**src/rtl/ea_pkg.sv**
```systemverilog
package ea_pkg;
  localparam int AW = 16;
  localparam int NREG = 8;
  localparam int RIDX_W = $clog2(NREG);

  typedef enum logic [2:0] {
    M_REG    = 3'd0,
    M_PREDEC = 3'd1,
    M_POSTINC= 3'd2,
    M_INDIR  = 3'd3,
    M_DISP8  = 3'd4,
    M_DISP16 = 3'd5,
    M_IMM    = 3'd6,
    M_ABS    = 3'd7
  } mode_e;

  typedef struct packed {
    mode_e             mode;
    logic              word;
    logic [RIDX_W-1:0] regno;
    logic [1:0]        len;
    logic              illegal;
    logic              uses_reg;
  } dec_t;

  typedef struct packed {
    mode_e             mode;
    logic              word;
    logic [RIDX_W-1:0] regno;
    logic [1:0]        len;
    logic [AW-1:0]     value;
    logic              illegal;
  } res_t;
endpackage

```
**src/rtl/ea_prefix_decode.sv**
```systemverilog
module ea_prefix_decode
  import ea_pkg::*;
(
  input  logic [7:0] prefix,
  output dec_t       dec
);
  always_comb begin
    dec          = '0;
    dec.mode     = M_REG;
    dec.len      = 2'd1;
    dec.illegal  = 1'b0;
    dec.uses_reg = 1'b0;
    if (prefix[7:4] >= 4'hA) begin
      dec.uses_reg = 1'b1;
      dec.word     = prefix[3];
      dec.regno    = prefix[RIDX_W-1:0];
      unique case (prefix[7:4])
        4'hA: begin dec.mode = M_REG;     dec.len = 2'd1; end
        4'hB: begin dec.mode = M_PREDEC;  dec.len = 2'd1; end
        4'hC: begin dec.mode = M_POSTINC; dec.len = 2'd1; end
        4'hD: begin dec.mode = M_INDIR;   dec.len = 2'd1; end
        4'hE: begin dec.mode = M_DISP8;   dec.len = 2'd2; end
        default: begin dec.mode = M_DISP16; dec.len = 2'd3; end
      endcase
    end else begin
      unique case (prefix)
        8'h04: begin dec.mode = M_IMM; dec.word = 1'b0; dec.len = 2'd2; end
        8'h0C: begin dec.mode = M_IMM; dec.word = 1'b1; dec.len = 2'd3; end
        8'h15: begin dec.mode = M_ABS; dec.word = 1'b0; dec.len = 2'd3; end
        8'h1D: begin dec.mode = M_ABS; dec.word = 1'b1; dec.len = 2'd3; end
        default: dec.illegal = 1'b1;
      endcase
    end
  end

  always_comb begin
    if (dec.illegal)
      a_r7_illegal_shape: assert (dec.len == 2'd1 && !dec.uses_reg && dec.mode == M_REG);
  end
endmodule

```
**src/rtl/ea_reg_select.sv**
```systemverilog
module ea_reg_select
  import ea_pkg::*;
#(
  parameter int N = NREG,
  parameter int W = AW,
  localparam int IW = $clog2(N)
)(
  input  logic [N*W-1:0] rf_flat,
  input  logic [IW-1:0]  idx,
  output logic [W-1:0]   q
);
  logic [W-1:0] regs [N];
  for (genvar i = 0; i < N; i++) begin : g_unpack
    assign regs[i] = rf_flat[i*W +: W];
  end
  assign q = regs[idx];
endmodule

```
**src/rtl/ea_addr_gen.sv**
```systemverilog
module ea_addr_gen
  import ea_pkg::*;
(
  input  dec_t              dec,
  input  logic [AW-1:0]     ext,
  input  logic [AW-1:0]     base,
  input  logic              is_write,
  output logic [AW-1:0]     value,
  output logic              wb_req,
  output logic [AW-1:0]     wb_val
);
  logic [AW-1:0] step;
  logic [AW-1:0] d8_sext;
  logic [AW-1:0] dec_val;
  logic [AW-1:0] inc_val;

  assign step    = dec.word ? AW'(2) : AW'(1);
  assign d8_sext = {{(AW-8){ext[AW-1]}}, ext[AW-1 -: 8]};
  assign dec_val = base - step;
  assign inc_val = base + step;

  always_comb begin
    value  = '0;
    wb_req = 1'b0;
    wb_val = '0;
    if (!dec.illegal) begin
      unique case (dec.mode)
        M_REG:     value = dec.word ? base : {{(AW-8){1'b0}}, base[7:0]};
        M_PREDEC:  begin value = dec_val; wb_req = 1'b1; wb_val = dec_val; end
        M_POSTINC: begin value = base; wb_req = !is_write; wb_val = inc_val; end
        M_INDIR:   value = base;
        M_DISP8:   value = base + d8_sext;
        M_DISP16:  value = base + ext;
        M_IMM:     value = dec.word ? ext : {{(AW-8){1'b0}}, ext[AW-1 -: 8]};
        default:   value = ext;
      endcase
    end
  end

  always_comb begin
    if (wb_req)
      a_r6_wb_mode: assert (dec.mode == M_PREDEC || (dec.mode == M_POSTINC && !is_write));
  end
endmodule

```
**src/rtl/ea_unit.sv**
```systemverilog
module ea_unit
  import ea_pkg::*;
(
  input  logic             clk,
  input  logic             rst_n,
  input  logic             in_valid,
  output logic             in_ready,
  input  logic [7:0]       in_prefix,
  input  logic [15:0]      in_ext,
  input  logic             in_is_write,
  input  logic [127:0]     rf_flat,
  output logic             out_valid,
  input  logic             out_ready,
  output logic [2:0]       out_mode,
  output logic             out_word,
  output logic [2:0]       out_reg,
  output logic [1:0]       out_len,
  output logic [15:0]      out_value,
  output logic             out_illegal,
  output logic             wb_en,
  output logic [2:0]       wb_reg,
  output logic [15:0]      wb_data
);
  dec_t          dec;
  logic [AW-1:0] base;
  logic [AW-1:0] value;
  logic          wb_req;
  logic [AW-1:0] wb_val;
  logic          accept;
  res_t          res_q;

  ea_prefix_decode u_dec (.prefix(in_prefix), .dec(dec));

  ea_reg_select #(.N(NREG), .W(AW)) u_sel (
    .rf_flat(rf_flat), .idx(dec.regno), .q(base));

  ea_addr_gen u_gen (
    .dec(dec), .ext(in_ext), .base(base), .is_write(in_is_write),
    .value(value), .wb_req(wb_req), .wb_val(wb_val));

  assign in_ready = !out_valid || out_ready;
  assign accept   = in_valid && in_ready;

  always_ff @(posedge clk) begin
    if (!rst_n) begin
      out_valid <= 1'b0;
      wb_en     <= 1'b0;
      wb_reg    <= '0;
      wb_data   <= '0;
      res_q     <= '0;
    end else begin
      wb_en <= 1'b0;
      if (accept) begin
        out_valid     <= 1'b1;
        res_q.mode    <= dec.mode;
        res_q.word    <= dec.word;
        res_q.regno   <= dec.regno;
        res_q.len     <= dec.len;
        res_q.value   <= value;
        res_q.illegal <= dec.illegal;
        wb_en         <= wb_req;
        wb_reg        <= dec.regno;
        wb_data       <= wb_val;
      end else if (out_ready) begin
        out_valid <= 1'b0;
      end
    end
  end

  assign out_mode    = res_q.mode;
  assign out_word    = res_q.word;
  assign out_reg     = res_q.regno;
  assign out_len     = res_q.len;
  assign out_value   = res_q.value;
  assign out_illegal = res_q.illegal;

  a_r10_reset_clear: assert property (@(posedge clk)
    !rst_n |=> !out_valid && !wb_en);

  a_r9_hold_stable: assert property (@(posedge clk) disable iff (!rst_n)
    out_valid && !out_ready |=> out_valid && $stable(out_value) && $stable(out_mode)
      && $stable(out_len) && $stable(out_reg) && $stable(out_word) && $stable(out_illegal));

  a_r9_drain: assert property (@(posedge clk) disable iff (!rst_n)
    out_valid && out_ready && !in_valid |=> !out_valid);

  a_r8_wb_after_accept: assert property (@(posedge clk) disable iff (!rst_n)
    wb_en |-> $past(in_valid && in_ready) && out_valid);

  a_r8_wb_single: assert property (@(posedge clk) disable iff (!rst_n)
    wb_en && !$past(in_valid && in_ready) |-> 1'b0);

  a_r7_no_wb_illegal: assert property (@(posedge clk) disable iff (!rst_n)
    wb_en |-> !out_illegal);

  a_r5_predec_wb_match: assert property (@(posedge clk) disable iff (!rst_n)
    wb_en && out_mode == M_PREDEC |-> wb_data == out_value && wb_reg == out_reg);

  a_r6_postinc_write_quiet: assert property (@(posedge clk) disable iff (!rst_n)
    accept && dec.mode == M_POSTINC && !dec.illegal && in_is_write |=> !wb_en);

  a_r2_len_nonzero: assert property (@(posedge clk) disable iff (!rst_n)
    out_valid |-> out_len != 2'd0);
endmodule

```
**config.mk**
```make
export PLATFORM = sky130hd
export DESIGN_NAME = ea_unit
export DESIGN_NICKNAME = d
export VERILOG_FILES = /design/src/rtl/ea_pkg.sv /design/src/rtl/ea_prefix_decode.sv /design/src/rtl/ea_reg_select.sv /design/src/rtl/ea_addr_gen.sv /design/src/rtl/ea_unit.sv
export SDC_FILE = /design/constraint.sdc
export NUM_CORES = 1
export LEC_CHECK = 0
export BUFFER_PORTS_ARGS = -buffer_cell sky130_fd_sc_hd__buf_2
export CAP_MARGIN = 10
export CORE_ASPECT_RATIO = 2
export CORE_MARGIN = 2
export CORE_UTILIZATION = 40
export DETAILED_ROUTE_END_ITERATION = 10
export HOLD_SLACK_MARGIN = 0.06
export PLACE_DENSITY = 0.76
export SYNTH_ARGS = -nofsm -noshare
export SYNTH_HDL_FRONTEND = slang
export SYNTH_HIERARCHICAL = 1
export SYNTH_SLANG_ARGS = --single-unit
```
**constraint.sdc**
```tcl
create_clock -name clk -period 6.8 [get_ports clk]
set_input_delay 0.68 -clock clk [delete_from_list [all_inputs] [get_ports clk]]
set_output_delay 0.68 -clock clk [all_outputs]
set_load 0.05 [all_outputs]
```
==> results of run 1 <==
## worst max path at each step
stage / start / end / slack, ns / cells after the start
4_1_cts: in_prefix[7] / out_value[14]$_SDFFE_PN0P_ / 2.00 / 18
3_5_place_dp: in_prefix[7] / out_value[14]$_SDFFE_PN0P_ / 1.71 / 18
6_report: in_prefix[4] / out_value[14]$_SDFFE_PN0P_ / 1.98 / 17
5_1_grt: in_prefix[7] / out_value[14]$_SDFFE_PN0P_ / 1.63 / 18
3_3_place_gp: in_prefix[7] / out_value[14]$_SDFFE_PN0P_ / 1.82 / 18
2_1_floorplan: in_prefix[4] / out_value[13]$_SDFFE_PN0P_ / 2.64 / 19
## cells in the final DEF (no fill, tap or decap), drive strengths merged, types with 6 or more instances in the layout
master / count
buf: 213
nand2: 148
mux2i: 50
a21oi: 48
nor2: 47
dfxtp: 44
mux4: 32
ha: 22
nand3: 22
o21ai: 22
inv: 18
mux2: 17
xnor2: 15
nor3: 15
xor2: 11
a21o: 10
o22ai: 10
nand2b: 10
a211oi: 9
nand4: 8
and2: 8
clkbuf: 7
a22oi: 6
## kinds of logic after synthesis
| group | after synthesis | synth area share |
|---|---|---|
| mux | 99 | 0.261 |
| simple gates | 288 | 0.235 |
| compound gates | 149 | 0.172 |
| flops | 44 | 0.152 |
| xor+xnor | 26 | 0.0392 |
| buf+inv | 84 | 0.0827 |
| fa+ha+maj | 25 | 0.0577 |
## per-layer routing
layer	part of all wire	wire (um)
met1	0.36	6550
met2	0.55	10100
met3	0.051	940
met4	0.039	712
met5	0	0
## stage by stage
| step | area [um^2] | utilization | cells | total power, mW |
|---|---|---|---|---|
| after floorplan | 5810 | - | 715 | 0.667 |
| after global placement | 6730 | 0.472 | 1054 | 0.785 |
| after detailed placement | 6730 | 0.472 | 1054 | 0.789 |
| after CTS | 6920 | 0.484 | 1062 | 1.09 |
| after global routing | 6920 | 0.484 | 1062 | 1.14 |
| final | 6920 | 0.484 | 1062 | 1.08 |
## power by group through the flow
stage / Clock (mW) / Combinational, mW / Sequential (mW)
after floorplan: 0 / 0.354 / 0.314
after global placement: 0 / 0.506 / 0.279
after detailed placement: 0 / 0.511 / 0.279
after CTS: 0.302 / 0.513 / 0.273
after global routing: 0.309 / 0.560 / 0.274
final: 0.293 / 0.517 / 0.273
## final cells by class
class / count / area (um^2) / area share
clock inverter: 1 / 30.0 / 0.00434
multi-input combinational: 587 / 4460 / 0.644
sequential: 44 / 881 / 0.127
tap: 192 / 240 / 0.0347
clock buffer: 7 / 153 / 0.0221
timing repair buffer: 213 / 1090 / 0.157
inverter: 18 / 67.6 / 0.00977
## synthesized netlist by cell type, types with 8 or more instances
cell type | count | area, um^2
sky130_fd_sc_hd__buf_2 | 12 | 60.1
sky130_fd_sc_hd__mux2_2 | 17 | 191
sky130_fd_sc_hd__a21o_1 | 10 | 75.1
sky130_fd_sc_hd__mux4_1 | 28 | 736
sky130_fd_sc_hd__o21ai_0 | 21 | 105
sky130_fd_sc_hd__ha_1 | 22 | 275
sky130_fd_sc_hd__nor2_1 | 45 | 169
sky130_fd_sc_hd__clkbuf_1 | 33 | 124
sky130_fd_sc_hd__nor3_1 | 12 | 60.1
sky130_fd_sc_hd__xor2_1 | 11 | 96.3
sky130_fd_sc_hd__o22ai_1 | 10 | 62.6
sky130_fd_sc_hd__nand2_1 | 147 | 552
sky130_fd_sc_hd__xnor2_1 | 15 | 131
sky130_fd_sc_hd__mux2i_1 | 50 | 500
sky130_fd_sc_hd__a21oi_1 | 48 | 240
sky130_fd_sc_hd__nand3_1 | 21 | 105
sky130_fd_sc_hd__inv_1 | 18 | 67.6
sky130_fd_sc_hd__dfxtp_1 | 44 | 881
sky130_fd_sc_hd__a211oi_1 | 8 | 60.1
sky130_fd_sc_hd__nand2b_1 | 9 | 56.3
## worst max-delay path, delay by kind of cell
| kind | cells | cell delay (ns) |
|---|---|---|
| AO/OA/AOI/OAI | 5 | 1.15 |
| XOR/XNOR | 1 | 0.19 |
| AND/OR/NAND/NOR | 8 | 2.41 |
| multiplexers | 1 | 0.15 |
| buffers and inverters | 1 | 0.13 |
| adder cells (fa/ha/maj) | 1 | 0.31 |
==> out/qor_table.md, run 1 <==
| Parameter | This run | Unit |
| --- | --- | --- |
| Routing layer with the top usage in global route | met2 | - |
| Max H-tree Level | 2 | - |
| Detail Route Antenna Nets | 0 | - |
| Setup clock skew after layout | 0.00630 | ns |
| Top cell by count, worst path | sky130_fd_sc_hd__nand2_1 | - |
| Number of global-route vias before repair | 5693 | - |
| Clock Tree Buf Depth | 2 | - |
| Synthesized net count | 897 | - |
| Number of antenna repair diodes | 0 | - |
| Hold buffer count at CTS | 0 | - |
| Final Cycle Share | 0.709 | - |
| # rows | 62 | - |
| GP Congestion | 0.905 | - |
| Number of DRC violations after detailed routing | 0 | - |
| GR Util met1 | 0.242 | - |
| # Max-Cap Violations | 0 | - |
| Number of buffers created by CTS | 5 | - |
| Int Pwr | 668 | uW |
| Result of the run | finished clean | - |
| Total number of nets in the final design | 1051 | - |
| Register area share after synthesis | 0.152 | - |
| Syn Std Cell Area | 5810 | um^2 |
| Peak per-stage delay on the critical path | 0.69 | ns |
| Kind of end point of the critical path | flop | - |
| Setup CP Type | input pin to flop | - |
| Proportion of layout cells with a drive suffix above 1 | 0.306 | - |
| Die extent in y | 174 | um |
| Final setup violation count | 0 | - |
| Number of top-level pins | 205 | - |
| Number of enable-type register cells in the synthesized netlist | 0 | - |
| Clock network power share | 0.271 | - |
| Startpoint class of the critical path | input pin | - |
| Min cycle time layout | 4.82 | ns |
| Post-synthesis instance total | 715 | - |
| Yosys Warn Count | 6 | - |
| Worst Hold Slack | 0.451 | ns |
| Core Region | 14300 | um^2 |
| Share of async-settable or async-resettable flops after synthesis | 0 | - |
| Count of input and output buffers | 204 | - |
| Sum Neg Setup Slack | 0 | ns |
| Hold Crit Depth | 2 | - |
| Post-layout worst setup margin | 1.98 | ns |
| GRT met2 Usage | 0.432 | - |
| Wire length of the first global-routing pass | 28.2 | mm |
| Average instance area after synthesis | 8.12 | um^2 |
| Flip-flop and latch count after synthesis | 44 | - |
| Critical path fanouts, max | 10 | - |
| Upper clock frequency limit | 207 | MHz |
| Net switching power figure | 416 | uW |
| Initial drt markers | 450 | - |
| Kind of path behind the tightest hold check | flop to flop | - |
| Number of clock sinks | 44 | - |
| Routed wire per std cell | 17.2 | um |
| Tot GR Track Use | 0.229 | - |
| Hold violation total from the final report | 0 | - |
| Ys flop type | sky130_fd_sc_hd__dfxtp_1 | - |
| Initial standard-cell utilization of the core | 0.407 | - |
| Number of setup buffers added after CTS | 0 | - |
| RR Endpoint | out_value[3]$_SDFFE_PN0P_ | - |
| Pin count of the biggest net entering global routing | 87 | - |
| Static power due to leakage | 3.09 | nW |
| Post-DR vias/cell | 5.70 | - |
| Total die area | 15600 | um^2 |
| DPL Wire Length | 14.7 | mm |
| Detailed-router iteration count before antenna repair | 5 | - |
| Share of total power consumed by net switching | 0.384 | - |
| Via total after detailed routing | 6057 | - |
| Final Max Tran Viols | 0 | - |
| Unrepaired setup endpoints after global routing | no | - |
| Arrival time at the worst endpoint | 5.03 | ns |
| Register-to-register setup slack | 5.39 | ns |
| Clock slew at reported path FFs | 0.06 | ns |
| GRT overflow | 0 | - |
| Width of the die | 89.2 | um |
| Launch point of the worst hold path | wb_data[12]$_SDFFE_PN0P_ | - |
| Critical path required time | 7.01 | ns |
| Startpoint of the worst-slack reg-to-reg timing path | out_valid$_SDFFE_PN0P_ | - |
| Cts repair resizes | 0 | - |
| Met3 routing resource usage after global routing | 0.0228 | - |
| Worst slew pin tran | 0.877 | ns |
| Normalized max-slew margin | 0.415 | - |
| Portion of total power attributed to sequential cells | 0.252 | - |
| Worst path cell trace | buf_2 -> xnor2_1 -> nand4_2 -> nand2_1 -> nor2b_1 -> nand2_1 -> and2_0 -> a21o_1 -> ha_1 -> a21oi_1 -> o22ai_1 -> a21oi_1 -> o221ai_2 -> or4_1 -> nand2_1 -> nand2_1 -> mux2i_1 | - |
| Clock tree from TritonCTS | yes | - |
| Slowest library cell on the worst path | sky130_fd_sc_hd__nor2b_1 | - |
| Overall routed net length | 18.3 | mm |
| Worst Hold Path EP | wb_data[12]$_SDFFE_PN0P_ | - |
| Worst vdd ir | 0.0000834 | V |
| Fillcell total | 1511 | - |
| CTS root buffer | sky130_fd_sc_hd__clkbuf_16 | - |
| Area Growth Syn to Fin | 19.1 | % |
| Combinational fraction of design power | 0.478 | - |
| Initial antenna violation count | 0 | - |
| Pre-CTS WS | 1.71 | ns |
| Pwr Density | 157 | nW/um^2 |
| Latest clock arrival within the worst-skew pair | 0.29 | ns |
| Synth unique cells | 73 | - |
| Register-to-Register Path Depth | 3 | - |
Power figures use the tool's default switching activity.
==> run 2, diff against run 1 <==
clock period = 4.55 ns   (was 6.8 ns; I/O delays follow)
==> run 2 against run 1 <==
Against the previous run: clock-buffer cell count down 2; first-iteration DRC count rose by 19%; cell count up 1.6%; core utilization increased by 0.84 points; critical path type unchanged.
==> out/qor_table.md, run 2 (synthesis gave the netlist of run 1 again) <==
| Parameter | This run | Unit | vs previous |
| --- | --- | --- | --- |
| Register-to-register setup slack | 3.17 | ns | -2.22 ns |
| Sum Neg Setup Slack | 0 | ns | unchanged |
| Area Growth Syn to Fin | 21.2 | % |  |
| Critical path fanouts, max | 19 | - | +9 |
| Top library cells by usage in the layout, fill and taps aside | sky130_fd_sc_hd__buf_2 (204), sky130_fd_sc_hd__nand2_1 (147), sky130_fd_sc_hd__mux2i_1 (50) | - |  |
| Initial drt markers | 534 | - | +19% |
| Proportion of layout cells with a drive suffix above 1 | 0.318 | - | +0.0125 |
| Hold buffer count at CTS | 0 | - | unchanged |
| Routed wire per std cell | 17.1 | um | -0.84% |
| CTS root buffer | sky130_fd_sc_hd__clkbuf_16 | - |  |
| Clock Tree Buf Depth | 2 | - | unchanged |
| Detail Route Antenna Nets | 0 | - | unchanged |
| Startpoint class of the critical path | input pin | - |  |
| Static power due to leakage | 3.17 | nW | +2.4% |
| Total die area | 15600 | um^2 | unchanged |
| Hold violation total from the final report | 0 | - | unchanged |
| Setup clock skew after layout | 0.00484 | ns | -0.00146 ns |
| Register-to-Register Path Depth | 3 | - | unchanged |
| Initial antenna violation count | 1 | - | +1 |
| Number of DRC violations after detailed routing | 0 | - | unchanged |
| Number of buffers created by CTS | 5 | - | unchanged |
| Number of top-level pins | 205 | - | unchanged |
| Worst Hold Slack | 0.417 | ns | -0.0340 ns |
| Result of the run | finished clean | - |  |
| Number of clock sinks | 44 | - | unchanged |
| Arrival time at the worst endpoint | 4.35 | ns | -0.68 ns |
| Critical path required time | 4.77 | ns | -2.24 ns |
| Final Cycle Share | 0.907 | - |  |
| Detailed-router iteration count before antenna repair | 5 | - | unchanged |
| Die extent in y | 174 | um | unchanged |
| Unrepaired setup endpoints after global routing | no | - |  |
| Upper clock frequency limit | 242 | MHz |  |
| Slowest library cell on the worst path | sky130_fd_sc_hd__and2_1 | - |  |
| Initial standard-cell utilization of the core | 0.407 | - | unchanged |
| Worst Hold Path EP | out_valid$_SDFFE_PN0P_ | - |  |
| Wire length of the first global-routing pass | 28.2 | mm | +0.12% |
| Kind of path behind the tightest hold check | input pin to flop | - |  |
| Cts repair resizes | 0 | - | unchanged |
| Tot GR Track Use | 0.231 | - | +0.00130 |
| Latest clock arrival within the worst-skew pair | 0.29 | ns | about the same |
| Number of global-route vias before repair | 5794 | - | +1.8% |
| Peak per-stage delay on the critical path | 0.63 | ns | -0.06 ns |
| Number of setup buffers added after CTS | 0 | - | unchanged |
| Clock tree from TritonCTS | yes | - |  |
| Normalized max-slew margin | 0.489 | - | +0.0742 |
| Count of input and output buffers | 204 | - | unchanged |
| Worst slew pin tran | 0.766 | ns | -0.111 ns |
| Min cycle time layout | 4.13 | ns |  |
| Final setup violation count | 0 | - | unchanged |
| Pin count of the biggest net entering global routing | 46 | - | -47% |
| # Max-Cap Violations | 0 | - | unchanged |
| RR Endpoint | wb_en$_SDFF_PN0_ | - |  |
| Fillcell total | 1446 | - | -4.3% |
| Kind of end point of the critical path | flop | - |  |
| Clock slew at reported path FFs | 0.06 | ns | about the same |
| Overall routed net length | 18.4 | mm | +0.74% |
| Placed standard-cell area | 6870 | um^2 | +2.0% |
| Finished Cell Area | 7040 | um^2 | +1.7% |
| Worst path cell trace | buf_2 -> o21ai_1 -> inv_1 -> and2_1 -> mux4_1 -> mux2_2 -> inv_1 -> ha_1 -> inv_1 -> fa_1 -> nor2_2 -> nand2_2 -> or4_4 -> a311oi_1 -> a21oi_1 -> nand2_1 -> nand2_1 -> mux2i_1 | - |  |
| Final Max Tran Viols | 0 | - | unchanged |
| Worst vdd ir | 0.000128 | V | +54% |
| Launch point of the worst hold path | in_valid | - |  |
| GRT overflow | 0 | - | unchanged |
| Hold Crit Depth | 3 | - | +1 |
| Startpoint of the worst-slack reg-to-reg timing path | out_valid$_SDFFE_PN0P_ | - |  |
| GP Congestion | 0.974 | - | +7.6% |
| Setup CP Type | input pin to flop | - |  |
| Core Region | 14300 | um^2 | unchanged |
| Pwr Density | 229 | nW/um^2 | +46% |
| Utilization after layout | 0.493 | - | +0.00842 |
| Most frequent standard cell in the layout excluding fill and tap cells | sky130_fd_sc_hd__buf_2 | - |  |
| Total number of nets in the final design | 1067 | - | +1.5% |
| Top cell by count, worst path | sky130_fd_sc_hd__inv_1 | - |  |
| # rows | 62 | - | unchanged |
| Width of the die | 89.2 | um | unchanged |
| Via total after detailed routing | 6112 | - | +0.91% |
| Post-DR vias/cell | 5.66 | - | -0.68% |
| Max H-tree Level | 2 | - | unchanged |
| DPL Wire Length | 15.0 | mm | +2.3% |
[run 2: changes by cell type in the layout (fill, tap and decap cells not counted), sizes merged]
cell,previous run,this run
diode,0,1
clkinv,0,1
buf,213,229
clkinvlp,0,1
clkbuf,7,5
[run 2: metrics by stage]
| step | worst slack (ns) | instances | power (mW) |
|---|---|---|---|
| finish | 0.422 | 1079 | 1.61 |
| global route | 0.145 | 1079 | 1.70 |
| CTS | 0.394 | 1078 | 1.62 |
| detailed placement | 0.0861 | 1070 | 1.20 |
| global placement | 0.187 | 1070 | 1.19 |
| floorplan | 0.618 | 715 | 0.997 |
[run 2: worst max-delay path by stage]
stage	startpoint	to	slack [ns]	cells past startpoint
6_report	in_prefix[7]	out_value[14]$_SDFFE_PN0P_	0.42	18
3_5_place_dp	in_prefix[7]	out_value[15]$_SDFFE_PN0P_	0.09	15
2_1_floorplan	in_prefix[4]	out_value[13]$_SDFFE_PN0P_	0.62	19
3_3_place_gp	in_prefix[7]	out_value[15]$_SDFFE_PN0P_	0.19	15
5_1_grt	in_prefix[7]	out_value[15]$_SDFFE_PN0P_	0.15	16
4_1_cts	in_prefix[7]	out_value[15]$_SDFFE_PN0P_	0.39	15
[run 2: worst max-delay path, delay by kind of cell]
kind                     cells  cell delay [ns]
buffers and inverters        4             0.36
adder cells (fa/ha/maj)      2             0.59
multiplexers                 3             0.87
AND/OR/NAND/NOR              6             1.52
AO/OA/AOI/OAI                3             0.53
[run 2: final cells by class]
cell class | count | area, um^2 | area share
repair buffers | 229 | 1220 | 0.174
diodes | 1 | 2.50 | 0.000356
clock inverters | 3 | 42.5 | 0.00605
well taps | 192 | 240 | 0.0341
multi-input cells | 587 | 4460 | 0.633
flip-flops and latches | 44 | 881 | 0.125
clock buffers | 5 | 125 | 0.0178
inverters | 18 | 67.6 | 0.00960
[run 2: report_power, final]
group	switching (mW)	leakage (nW)	internal, mW
Combinational	0.468	2.73	0.323
Clock	0.152	0.0798	0.258
Sequential	0.00748	0.357	0.400
Total	0.627	3.17	0.981
[run 2: routing by layer]
metal	routed length, um	global-route usage
met3	915	0.0214
met2	9740	0.409
met4	1320	0.158
met1	6470	0.244
met5	0	0
